`src/rtl/irq_agg_pkg.sv`:
```
package irq_agg_pkg;

    // Register-port select codes; the numbering is seen by software.
    typedef enum logic [1:0] {
        SEL_STAT = 2'd0,
        SEL_PEEK = 2'd1,
        SEL_MASK = 2'd2,
        SEL_ACK  = 2'd3
    } reg_sel_e;

    // States of the interrupt line controller.
    typedef enum logic {
        LINE_IDLE   = 1'b0,
        LINE_RAISED = 1'b1
    } line_state_e;

endpackage

```
`src/rtl/irq_reg_decode.sv`:
```
module irq_reg_decode
    import irq_agg_pkg::*;
#(
    parameter int DATA_W = 32
) (
    input  logic [1:0]        sel,
    input  logic              rd,
    input  logic              wr,
    input  logic [DATA_W-1:0] stat_word,
    input  logic [DATA_W-1:0] mask_word,
    output logic              rd_clear,
    output logic              mask_we,
    output logic              ack_we,
    output logic [DATA_W-1:0] rdata
);

    reg_sel_e sel_e;
    assign sel_e = reg_sel_e'(sel);

    always_comb begin
        rd_clear = 1'b0;
        mask_we  = 1'b0;
        ack_we   = 1'b0;
        rdata    = '0;
        unique case (sel_e)
            SEL_STAT: begin
                rdata    = stat_word;
                rd_clear = rd;
            end
            SEL_PEEK: begin
                rdata = stat_word;
            end
            SEL_MASK: begin
                rdata   = mask_word;
                mask_we = wr;
            end
            SEL_ACK: begin
                ack_we = wr;
            end
            default: begin
                rdata = '0;
            end
        endcase
    end

endmodule

```
`src/rtl/irq_evt_latch.sv`:
```
module irq_evt_latch #(
    parameter int EVT_N    = 7,
    parameter int RSVD_BIT = 3
) (
    input  logic             clk,
    input  logic             rst_n,
    input  logic [EVT_N-1:0] evt,
    input  logic [EVT_N-1:0] clr,
    output logic [EVT_N-1:0] q
);

    for (genvar g = 0; g < EVT_N; g++) begin : g_bit
        if (g == RSVD_BIT) begin : g_rsvd
            logic unused_rsvd;
            assign unused_rsvd = evt[g] ^ clr[g];
            assign q[g] = 1'b0;
        end else begin : g_live
            logic bit_q;
            // A set in the same cycle as a clear takes priority.
            always_ff @(posedge clk) begin
                if (!rst_n) begin
                    bit_q <= 1'b0;
                end else if (evt[g]) begin
                    bit_q <= 1'b1;
                end else if (clr[g]) begin
                    bit_q <= 1'b0;
                end
            end
            assign q[g] = bit_q;
        end
    end

endmodule

```
`src/rtl/irq_line_fsm.sv`:
```
module irq_line_fsm
    import irq_agg_pkg::*;
#(
    parameter int PEND_W = 19
) (
    input  logic              clk,
    input  logic              rst_n,
    input  logic [PEND_W-1:0] pend,
    output logic              irq
);

    line_state_e state_q;
    line_state_e state_d;
    logic        any_pend;

    assign any_pend = |pend;

    // Next-state logic: raise / drop / hold.
    always_comb begin
        state_d = state_q;
        unique case (state_q)
            LINE_IDLE:   if (any_pend)  state_d = LINE_RAISED;
            LINE_RAISED: if (!any_pend) state_d = LINE_IDLE;
            default:     state_d = LINE_IDLE;
        endcase
    end

    always_ff @(posedge clk) begin
        if (!rst_n) begin
            state_q <= LINE_IDLE;
        end else begin
            state_q <= state_d;
        end
    end

    // Output decode.
    always_comb begin
        irq = 1'b0;
        unique case (state_q)
            LINE_IDLE:   irq = 1'b0;
            LINE_RAISED: irq = 1'b1;
            default:     irq = 1'b0;
        endcase
    end

endmodule

```
`src/rtl/irq_agg_ctrl.sv`:
```
module irq_agg_ctrl
    import irq_agg_pkg::*;
#(
    parameter int DATA_W   = 32,
    parameter int EVT_N    = 7,
    parameter int RSVD_BIT = 3,
    parameter int SUB_LSB  = 13,
    parameter int SUB_N    = 6
) (
    input  logic                            clk,
    input  logic                            rst_n,
    input  logic [1:0]                      reg_sel,
    input  logic                            reg_rd,
    input  logic                            reg_wr,
    input  logic [DATA_W-1:0]               reg_wdata,
    output logic [DATA_W-1:0]               reg_rdata,
    input  logic [EVT_N-1:0]                dma_evt,
    input  logic [SUB_N-1:0]                sub_irq,
    input  logic [DATA_W-SUB_LSB-SUB_N-1:0] tx_done_idx,
    output logic                            cpu_irq
);

    localparam int IDX_LSB = SUB_LSB + SUB_N;
    localparam int IDX_W   = DATA_W - IDX_LSB;
    localparam int PEND_W  = IDX_LSB;

    logic [EVT_N-1:0]  evt_q;
    logic [EVT_N-1:0]  evt_clr;
    logic [DATA_W-1:0] stat_word;
    logic [DATA_W-1:0] mask_q;
    logic [PEND_W-1:0] pend;
    logic              rd_clear;
    logic              mask_we;
    logic              ack_we;

    irq_reg_decode #(.DATA_W(DATA_W)) u_dec (
        .sel       (reg_sel),
        .rd        (reg_rd),
        .wr        (reg_wr),
        .stat_word (stat_word),
        .mask_word (mask_q),
        .rd_clear  (rd_clear),
        .mask_we   (mask_we),
        .ack_we    (ack_we),
        .rdata     (reg_rdata)
    );

    // Clearing read wipes every event bit; acknowledge wipes the chosen ones.
    assign evt_clr = {EVT_N{rd_clear}} | (ack_we ? reg_wdata[EVT_N-1:0] : '0);

    irq_evt_latch #(.EVT_N(EVT_N), .RSVD_BIT(RSVD_BIT)) u_evt (
        .clk   (clk),
        .rst_n (rst_n),
        .evt   (dma_evt),
        .clr   (evt_clr),
        .q     (evt_q)
    );

    always_comb begin
        stat_word                       = '0;
        stat_word[EVT_N-1:0]            = evt_q;
        stat_word[IDX_LSB-1:SUB_LSB]    = sub_irq;
        stat_word[DATA_W-1:IDX_LSB]     = tx_done_idx[IDX_W-1:0];
    end

    always_ff @(posedge clk) begin
        if (!rst_n) begin
            mask_q <= '1;
        end else if (mask_we) begin
            mask_q <= reg_wdata;
        end
    end

    assign pend = stat_word[PEND_W-1:0] & ~mask_q[PEND_W-1:0];

    irq_line_fsm #(.PEND_W(PEND_W)) u_line (
        .clk   (clk),
        .rst_n (rst_n),
        .pend  (pend),
        .irq   (cpu_irq)
    );

endmodule

```
`config.mk`:
```
export PLATFORM = sky130hd
export DESIGN_NAME = irq_agg_ctrl
export DESIGN_NICKNAME = d
export VERILOG_FILES = /design/src/rtl/irq_agg_pkg.sv /design/src/rtl/irq_reg_decode.sv /design/src/rtl/irq_evt_latch.sv /design/src/rtl/irq_line_fsm.sv /design/src/rtl/irq_agg_ctrl.sv
export SDC_FILE = /design/constraint.sdc
export NUM_CORES = 1
export LEC_CHECK = 0
export BUFFER_PORTS_ARGS = -buffer_cell sky130_fd_sc_hd__buf_4
export CAP_MARGIN = 25
export CORE_MARGIN = 1
export CORE_UTILIZATION = 35
export DETAILED_ROUTE_END_ITERATION = 10
export GPL_ROUTABILITY_DRIVEN = 0
export PLACE_DENSITY_LB_ADDON = 0.05
export SLEW_MARGIN = 20
export SYNTH_ARGS = -nofsm -noshare
export SYNTH_HDL_FRONTEND = slang
export SYNTH_SLANG_ARGS = --single-unit
export TNS_END_PERCENT = 50
```
`constraint.sdc`:
```
create_clock -name clk -period 1.27 [get_ports clk]
set_clock_uncertainty 0.05 [all_clocks]
set_input_delay 0.254 -clock clk [delete_from_list [all_inputs] [get_ports clk]]
set_output_delay 0.254 -clock clk [all_outputs]
set_load 0.1 [all_outputs]
```
==> results of run 1 <==
synthesized netlist by cell type, drive strengths merged:
library cell,number,area (sq um)
a31oi,6,37.54
and2,7,43.79
and3b,1,8.760
buf,14,76.32
clkbuf,9,35.03
dfxtp,39,780.8
inv,25,93.84
nand2,89,334.1
nand2b,9,56.30
nand3,32,160.2
nand3b,1,7.510
nand4,6,37.54
nor2b,7,43.79
o2111ai,3,26.28
o22ai,25,156.4
o31a,1,8.760
or3b,1,8.760
sequential cells by signal, summed over array words and instances, names as in the netlist:
register,cells
u_evt.g_bit.g_live.bit_q,6
mask_q,32
u_line.state_q,1
where the power goes:
part / total, uW / internal [uW] / switching (uW) / leakage (uW)
sequential: 1350 / 1310 / 43.8 / 0.000310
combinational: 1870 / 779 / 1090 / 0.00146
clock: 883 / 393 / 491 / 0.0000443
total: 4100 / 2480 / 1630 / 0.00181
cell usage in the layout (no fill, tap or decap), types with 3 or more instances in the layout:
cell	n
a31oi_1	6
buf_12	40
nand4_1	6
inv_1	19
nand2b_1	9
clkbuf_8	5
nand2_1	67
nor2b_1	6
o22ai_4	25
and2_4	7
nand3_1	32
dfxtp_2	38
o2111ai_1	3
buf_4	84
nand2_2	22
inv_2	6
final timing paths:
kind / from / to / slack (ps) / cells past startpoint
max: reg_sel[1] / reg_rdata[6] / -100 / 5
min: reg_wdata[19] / mask_q[19] / 100 / 3
max reg2reg: mask_q[1] / u_line.state_q / 140 / 4
min reg2reg: mask_q[8] / mask_q[8] / 410 / 2
metrics by stage:
stage	power (uW)	area, sq um	setup TNS, ps	hold WS (ps)
2_1_floorplan	2492	2345	-8106	328.2
3_3_place_gp	2849	3133	-7657	391.5
3_5_place_dp	2857	3133	-7887	397.4
4_1_cts	4082	3899	-2037	98.44
5_1_grt	4269	3971	-2746	93.79
6_report	4105	3971	-1691	101.3
worst register-to-register path, cell delays in order (launching register included):
cell and delay (ps):
dfxtp_2 340, buf_4 110, nand2b_1 120, o2111ai_1 110, o31a_1 300
per-layer routing:
metal	vias to the layer above	GRT usage (%)
met5	-	0
li1	1135	-
met3	12	6.467
met2	82	41.82
met4	0	6.346
met1	1057	27.88
repair_timing:
action	in CTS	in global routing
endpoints found under the setup margin	32	32
setup buffers	15	1
gates cloned	2	0
pin swaps	27	7
gates resized for setup	150	27
kinds of logic after synthesis:
group                  count (synthesis)
AND/OR/NAND/NOR                      153
flip-flops                            39
buffers and inverters                 48
AO/OA/AOI/OAI                         35
area by class of cell:
class,instances,area (sq um),area share (%)
sequential,39,828.3,20.86
timing repair buffer,128,1514,38.12
clock inverter,3,25.02,0.6301
inverter,25,93.84,2.363
multi-input combinational,188,1354,34.09
tap,70,87.58,2.205
clock buffer,5,68.82,1.733
==> metrics.md, run 1 <==
| Metric | Value |
|---|---|
| Final worst slack | `-104.1 ps` |
| Cell Pwr Density | `1034 nW/um^2` |
| DR vias/cell | `4.991` |
| Synthesized net count | `339` |
| # DRC | `0` |
| Avg Cell Area, Syn | `6.966 sq um` |
| Mux cell area share after synthesis | `0%` |
| Starting Density | `between 30 and 40%` |
| CTS max path bufs | `2` |
| Cell Area, Synth | `~1900 sq um` |
| Post-Syn Instances | `about 280` |
| Metal3 WL | `roughly 360 microns` |
| Clk slew on worst S/H paths | `approximately 90 ps` |
| Worst setup SP type | `input pin` |
| Clock Root Buffer | `clkbuf_8` |
| DR iter-0 viols | `81` |
| Max Fclk | `between 700 and 800 MHz` |
| Largest net degree at the start of global routing | `40` |
| Maximum net fanout on the critical path | `8` |
| Hold WC Path Type | `input pin to flip-flop` |
| ANT cells | `0` |
| Initial antenna violation count | `0` |
| Placed cell count | `432` |
| Worst VDD drop | `0.0005483 V` |
| Critical path class | `input pin to output port` |
| Hold Fails Final Rpt | `0` |
| Netlist cell types | `19` |
| Worst path max stage delay | `200 ps` |
| First-pass GRT wire length | `10.75 mm` |
| Critical path required time | `970 ps` |
| Final wirelength | `6.603 mm` |
| Worst slew pin tran | `402.3 ps` |
| Fin cells | `458` |
| Highest Signal Layer | `met4` |
| Antenna Nets Post-Route | `0` |
| Total gr overflow | `0` |
| Clock latency on the worst-skew pair | `300 ps` |
| Pre-CTS setup slack | `-230.7 ps` |
| CTS Buf Count | `5` |
| RSZ-0062 raised after global routing | `yes` |
| Post-synthesis sequential area ratio | `40.76%` |
| Input/output buffers | `95` |
| Layout cell share with drive strength beyond 1 | `60.57%` |
| Rel. slew slack | `around three quarters` |
| Layout fillers | `between 400 and 500` |
| Synth Warn # | `0` |
| Die Wd | `75.98 microns` |
| Via Count | `2,286` |
| IO Pins | `97` |
| Post-CTS Hold Buffers | `0` |
| Final slew viol count | `0` |
| Met1 WL | `between 2 and 3 mm` |
| Leakage | `between 0.0015 and 0.002 uW` |
| Worst EP arrival | `1070 ps` |
| Critical Path Sink Type | `output port` |
| Status | `finished, violations left` |
| Total GRT Usage | `23.57%` |
| Fin nets | `451` |
| Die height | `75.98 microns` |
| CTS H-tree depth | `2` |
| Part of the cycle the worst path needs | `108.2%` |
| P&R area growth vs syn | `107.3%` |
| Post-layout util | `76.30%` |
| TritonCTS clock tree | `yes` |
| Core footprint | `approximately 5200 sq um` |
| Slowest cell on crit path | `o22ai_4` |
| Largest family of logic cells by synthesized area | `simple AND/OR/NAND/NOR gates` |
| Failing checks | `negative setup slack` |
| Post-synthesis compound-gate area fraction | `11.95%` |
| Delay-heaviest family, CP | `buffers and inverters` |
| WL per Instance | `14.42 microns` |
| CTS sink cnt | `39` |
| Buffers & Inverters on Critical Path | `4` |
| Die area | `5773 sq um` |
| Synth Area in Adders | `0%` |
| Pre-antenna DRT Iters | `4` |
| Vias in the first global route | `2,229` |
| Met2 routed WL | `3.402 mm` |
| Minimum clock period | `1374 ps` |
| Crit path top cell by count | `buf_12` |
| Crit-path cells | `buf_12 > buf_12 > buf_12 > o22ai_4 > buf_12` |
| # setup viols final | `25` |
| Yosys reg bits | `39` |
| MaxCap Viol Count | `0` |
| Row count | `26` |
| Post-synthesis simple-gate area fraction | `36.58%` |
| Post-DP HPWL | `4.052 mm` |
| Post-synthesis xor/xnor area fraction | `0%` |
Power figures use the tool's default switching activity.
==> run 2, diff against run 1 <==
Settings changed: BUFFER_PORTS_ARGS -buffer_cell sky130_fd_sc_hd__buf_4 to -buffer_cell sky130_fd_sc_hd__clkbuf_2.
==> run 2 against run 1 <==
Register-to-register slack got worse by 60 ps. The run still ends with negative setup slack left. First-iteration DRC count increased by 8.6%. Sequential share of layout area increased by 0.29 points. Total power increased by 7.5%. Sequential power about the same. Via count decreased by 1.8%. Global-route usage decreased by 0.34 points.
==> metrics.md, run 2 (same netlist as run 1, synthesis figures left out) <==
| Metric | Value |
|---|---|
| Biggest register | `mask_q` |
| Worst VDD drop | `around 0.0006 V` |
| Die Wd | `75.98 microns` |
| DR vias/cell | `4.923` |
| Final slew viol count | `0` |
| Critical path class | `flip-flop to output port` |
| Row count | `26` |
| Critical path required time | `approximately 970 ps` |
| # setup viols final | `32` |
| Worst EP arrival | `1070 ps` |
| Part of the cycle the worst path needs | `108.3%` |
| CTS max path bufs | `2` |
| Layout cell share with drive strength beyond 1 | `between 50 and 60%` |
| Total power | `4412 uW` |
| Pre-antenna DRT Iters | `4` |
| # DRC | `0` |
| TritonCTS clock tree | `yes` |
| Final wirelength | `about 6.5 mm` |
| Via Count | `2,245` |
| Die area | `5773 sq um` |
| Worst slew pin tran | `267.0 ps` |
| Clk slew on worst S/H paths | `~70 ps` |
| DR iter-0 viols | `between 80 and 90` |
| Largest net degree at the start of global routing | `32` |
| Final worst slack | `-105.0 ps` |
| Max reg flops | `32` |
| Post-DP HPWL | `4.301 mm` |
| Commonest non-fill, non-tap cells in the layout | `66 x nand2_1, 60 x clkbuf_2, 39 x buf_12` |
| Status | `finished, violations left` |
| Commonest non-fill, non-tap cell in the layout | `nand2_1` |
| ANT cells | `0` |
| Leakage | `0.001794 uW` |
| Clock Root Buffer | `clkbuf_8` |
| Maximum net fanout on the critical path | `2` |
| Fin nets | `449` |
| Total gr overflow | `0` |
| Pre-CTS setup slack | `-236.2 ps` |
| Vias in the first global route | `2,215` |
| RSZ-0062 raised after global routing | `yes` |
| Die height | `75.98 microns` |
| Clock latency on the worst-skew pair | `290 ps` |
| Hold WC Path Type | `input pin to flip-flop` |
| CTS Buf Count | `5` |
| Rel. slew slack | `82.20%` |
| Worst setup SP type | `flip-flop` |
| Failing checks | `negative setup slack` |
| Critical Path Sink Type | `output port` |
| Core footprint | `about 5200 sq um` |
| Hold Fails Final Rpt | `0` |
| Minimum clock period | `1375 ps` |
| Cell Pwr Density | `1139 nW/um^2` |
| Largest registers | `mask_q (32), u_evt.g_bit.g_live.bit_q (6), u_line.state_q (1)` |
| Layout fillers | `402` |
| CTS sink cnt | `39` |
| Post-CTS Hold Buffers | `0` |
| CTS H-tree depth | `2` |
| Fin Setup TNS | `-1634 ps` |
| WL per Instance | `14.14 microns` |
| P&R area growth vs syn | `102.3%` |
| Input/output buffers | `95` |
| IO Pins | `97` |
| Max Fclk | `727.3 MHz` |
| MaxCap Viol Count | `0` |
| Starting Density | `36.80%` |
| Initial antenna violation count | `0` |
| Total GRT Usage | `23.23%` |
| Antenna Nets Post-Route | `0` |
| Hold WS | `approximately 120 ps` |
| First-pass GRT wire length | `about 11 mm` |
-- run 2: metal layers --
metal  vias up  global-route usage, %  wire (microns)
met5         -                      0               0
met4         0                  5.769              66
met3         5                  4.790             339
met2        76                  40.91            3238
met1      1027                  28.90            2806
li1       1137                      -               -
-- run 2: worst paths after layout --
kind                    endpoint                         from  depth (start not counted)  slack (ps)
setup / recovery    reg_rdata[2]  u_evt.g_bit[2].g_live.bit_q                          3        -100
hold / removal         mask_q[9]                 reg_wdata[9]                          3         120
setup reg to reg  u_line.state_q                    mask_q[5]                          5          80
hold reg to reg       mask_q[29]                   mask_q[29]                          2         420
-- run 2: layout make-up --
class                   instances  area [sq um]  share of cell area, %
well taps                      70         87.58                  2.260
multi-input cells             188          1356                  35.00
repair buffers                126          1385                  35.74
clock buffers                   6         72.57                  1.873
flip-flops and latches         39         819.5                  21.15
clock inverters                 2         60.06                  1.550
inverters                      25         93.84                  2.422
-- run 2: timing repair --
| item | 4_1_cts | 5_1_grt |
|---|---|---|
| endpoints found under the setup margin | 32 | 32 |
| cloned | 3 | 0 |
| pin swaps | 23 | 9 |
| setup buffers | 11 | 4 |
| gates resized for setup | 76 | 7 |
-- run 2: critical path, stage by stage (launching register included) --
cell	delay, ps
dfxtp_2	340
inv_1	70
o22ai_4	180
buf_12	200
-- run 2: per-stage QoR --
stage               cells  util, %  cell area, sq um
finish                456    74.45              3875
global route          456    74.45              3875
CTS                   452    73.58              3830
detailed placement    430    64.90              3378
global placement      430    64.90              3378
floorplan             275        -              2345
-- run 2: report_power, final --
part | leakage (uW) | total, uW | switching, uW | internal [uW]
clock network | 0.0000654 | 1220 | 436 | 785
registers | 0.000313 | 1350 | 47.3 | 1300
logic | 0.00142 | 1840 | 1100 | 741
total | 0.00179 | 4410 | 1580 | 2830
==> run 3, diff against run 2 <==
Settings changed: CORE_UTILIZATION 35 to 45.
==> run 3 against run 2 <==
The flow still finishes with violations (negative setup slack). Total power fell by 1.0%. Global-route usage increased by 20 points. Final area rose by 2.1%. Count of clock-buffer cells in the layout fell by 1. First-iteration DRC count increased to 6.7 times the previous value. Largest cell class unchanged. Non-clock buffer count increased by 12. Critical endpoint is now reg_rdata[25]. Core utilization grew 23 points. Critical path depth is the same. Wire length rose by 94%. Sequential share of layout area is 0.19 points lower. Maximum frequency shrank 6.3%.
==> metrics.md, run 3 (same netlist as run 1, synthesis figures left out) <==
| Metric | Value |
|---|---|
| Status | `finished, violations left` |
| Failing checks | `negative setup slack` |
| Delay-heaviest family, CP | `flip-flops` |
| Worst VDD drop | `between 0.001 and 0.0015 V` |
| Fin Setup TNS | `-3480 ps` |
| Final wirelength | `12.50 mm` |
| Hold WS | `97.48 ps` |
| Setup slack, reg-to-reg | `-80 ps` |
| Final slew viol count | `0` |
| Die area | `4522 sq um` |
| Leakage | `between 0.0015 and 0.002 uW` |
| CTS max path bufs | `2` |
| Die Wd | `slightly below 70 microns` |
| Hold Fails Final Rpt | `0` |
| Hold WC Path Type | `input pin to flip-flop` |
| FF+latch area | `just over 800 sq um` |
| Area of placed instances | `around 3400 sq um` |
| R2R Path End | `u_line.state_q` |
| Design area | `3958 sq um` |
| Worst Reg-to-Reg Cells | `5` |
| Fin nets | `around 460` |
| CTS H-tree depth | `2` |
| Critical path class | `flip-flop to output port` |
| Part of the cycle the worst path needs | `115.5%` |
| Reg2reg start | `u_evt.g_bit[2].g_live.bit_q` |
| Via Count | `3,026` |
| Area of the multi-input gates | `1369 sq um` |
| Post-layout util | `a little over nine tenths` |
| ANT cells | `0` |
| Worst EP arrival | `1160 ps` |
| Post-DP HPWL | `4.243 mm` |
| Post-CTS Hold Buffers | `0` |
| DR vias/cell | `around 6.8` |
| Rel. slew slack | `78.48%` |
| Total gr overflow | `0` |
| TritonCTS clock tree | `yes` |
| Input/output buffers | `95` |
| Final worst slack | `-197.1 ps` |
| Largest net degree at the start of global routing | `40` |
| # DRC | `0` |
| Commonest non-fill, non-tap cells in the layout | `65 x nand2_1, 60 x clkbuf_2, 40 x buf_12` |
| Pre-antenna DRT Iters | `7` |
| MaxCap Viol Count | `0` |
| Worst hold stages | `3` |
| Cell Pwr Density | `1103 nW/um^2` |
| Critical path required time | `970 ps` |
| Critical Path Sink Type | `output port` |
| Buffers & Inverters on Critical Path | `1` |
| Layout fillers | `61` |
| IO Pins | `97` |
| P&R area growth vs syn | `106.6%` |
| Biggest register | `mask_q` |
| Clk slew on worst S/H paths | `100 ps` |
| Antenna Nets Post-Route | `0` |
| Initial antenna violation count | `0` |
| CTS Buf Count | `5` |
| Total GRT Usage | `42.86%` |
| Hold Crit Start | `reg_wdata[8]` |
| Clock latency on the worst-skew pair | `320 ps` |
| # setup viols final | `34` |
| Largest registers | `mask_q (32), u_evt.g_bit.g_live.bit_q (6), u_line.state_q (1)` |
| Row count | `23` |
| Max reg flops | `32` |
| WL per Instance | `approximately 28 microns` |
| Maximum net fanout on the critical path | `2` |
| Worst slew pin tran | `about 320 ps` |
| Clock Root Buffer | `clkbuf_8` |
| CTS sink cnt | `39` |
| Minimum clock period | `1467 ps` |
| DR iter-0 viols | `589` |
| Worst setup SP type | `flip-flop` |
| Max Fclk | `681.6 MHz` |
| Crit-path cells | `nand2_2 > o22ai_4 > buf_12` |
| Core footprint | `4058 sq um` |
| Vias in the first global route | `2,691` |
| Layout cell share with drive strength beyond 1 | `61.81%` |
| Die height | `approximately 67 microns` |
| Starting Density | `47.21%` |
| Commonest non-fill, non-tap cell in the layout | `nand2_1` |
| Slowest cell on crit path | `dfxtp_2` |
| Min-Delay Endpoint | `mask_q[8]` |
| RSZ-0062 raised after global routing | `yes` |
| Worst path max stage delay | `370 ps` |
| First-pass GRT wire length | `13.93 mm` |
-- run 3: area by class of cell --
class / instances / share of cell area, %
clock buffers: 5 / 1.739
clock inverters: 3 / 0.6007
inverters: 25 / 2.371
multi-input cells: 188 / 34.59
flip-flops and latches: 39 / 20.96
well taps: 50 / 1.581
repair buffers: 138 / 38.16
-- run 3: power by group --
| part | internal (uW) | leakage (uW) | switching [uW] |
|---|---|---|---|
| sequential | 1310 | 0.000311 | 66.5 |
| clock | 395 | 0.0000408 | 576 |
| combinational | 778 | 0.00149 | 1240 |
-- run 3: worst max path at each step --
| stage | startpoint | to | cells after the start |
|---|---|---|---|
| CTS | u_evt.g_bit[4].g_live.bit_q | reg_rdata[4] | 3 |
| detailed placement | reg_sel[1] | reg_rdata[22] | 5 |
| global placement | reg_sel[1] | reg_rdata[22] | 5 |
| floorplan | reg_sel[0] | reg_rdata[14] | 4 |
| finish | mask_q[25] | reg_rdata[25] | 3 |
| global route | mask_q[17] | reg_rdata[17] | 3 |
-- run 3: what timing repair did --
action,4_1_cts,5_1_grt
resized for setup,78,16
cloned,3,1
buffers inserted,22,5
setup endpoints to repair,32,32
pin swaps,31,5
-- run 3: metal layers --
layer	part of all wire [%]	GRT usage [%]	wire length, microns	vias up
met5	0	0	0	-
met4	12	30.32	1465	0
li1	-	-	-	1153
met3	13	10.47	1637	159
met2	45	74.50	5632	349
met1	30	44.92	3760	1365
-- run 3: per-stage QoR --
step	instances	power (uW)	setup slack, ps
6_report	448	4366	-197.1
5_1_grt	448	4448	-205.2
4_1_cts	442	4093	-101.0
3_5_place_dp	409	3079	-155.8
3_3_place_gp	409	3056	-141.7
2_1_floorplan	275	2492	-264.5
-- run 3: tightest hold or removal path: cells and delay by family --
family	cells	cell delay, ps
buffers and inverters	1	80
AND/OR/NAND/NOR	2	110
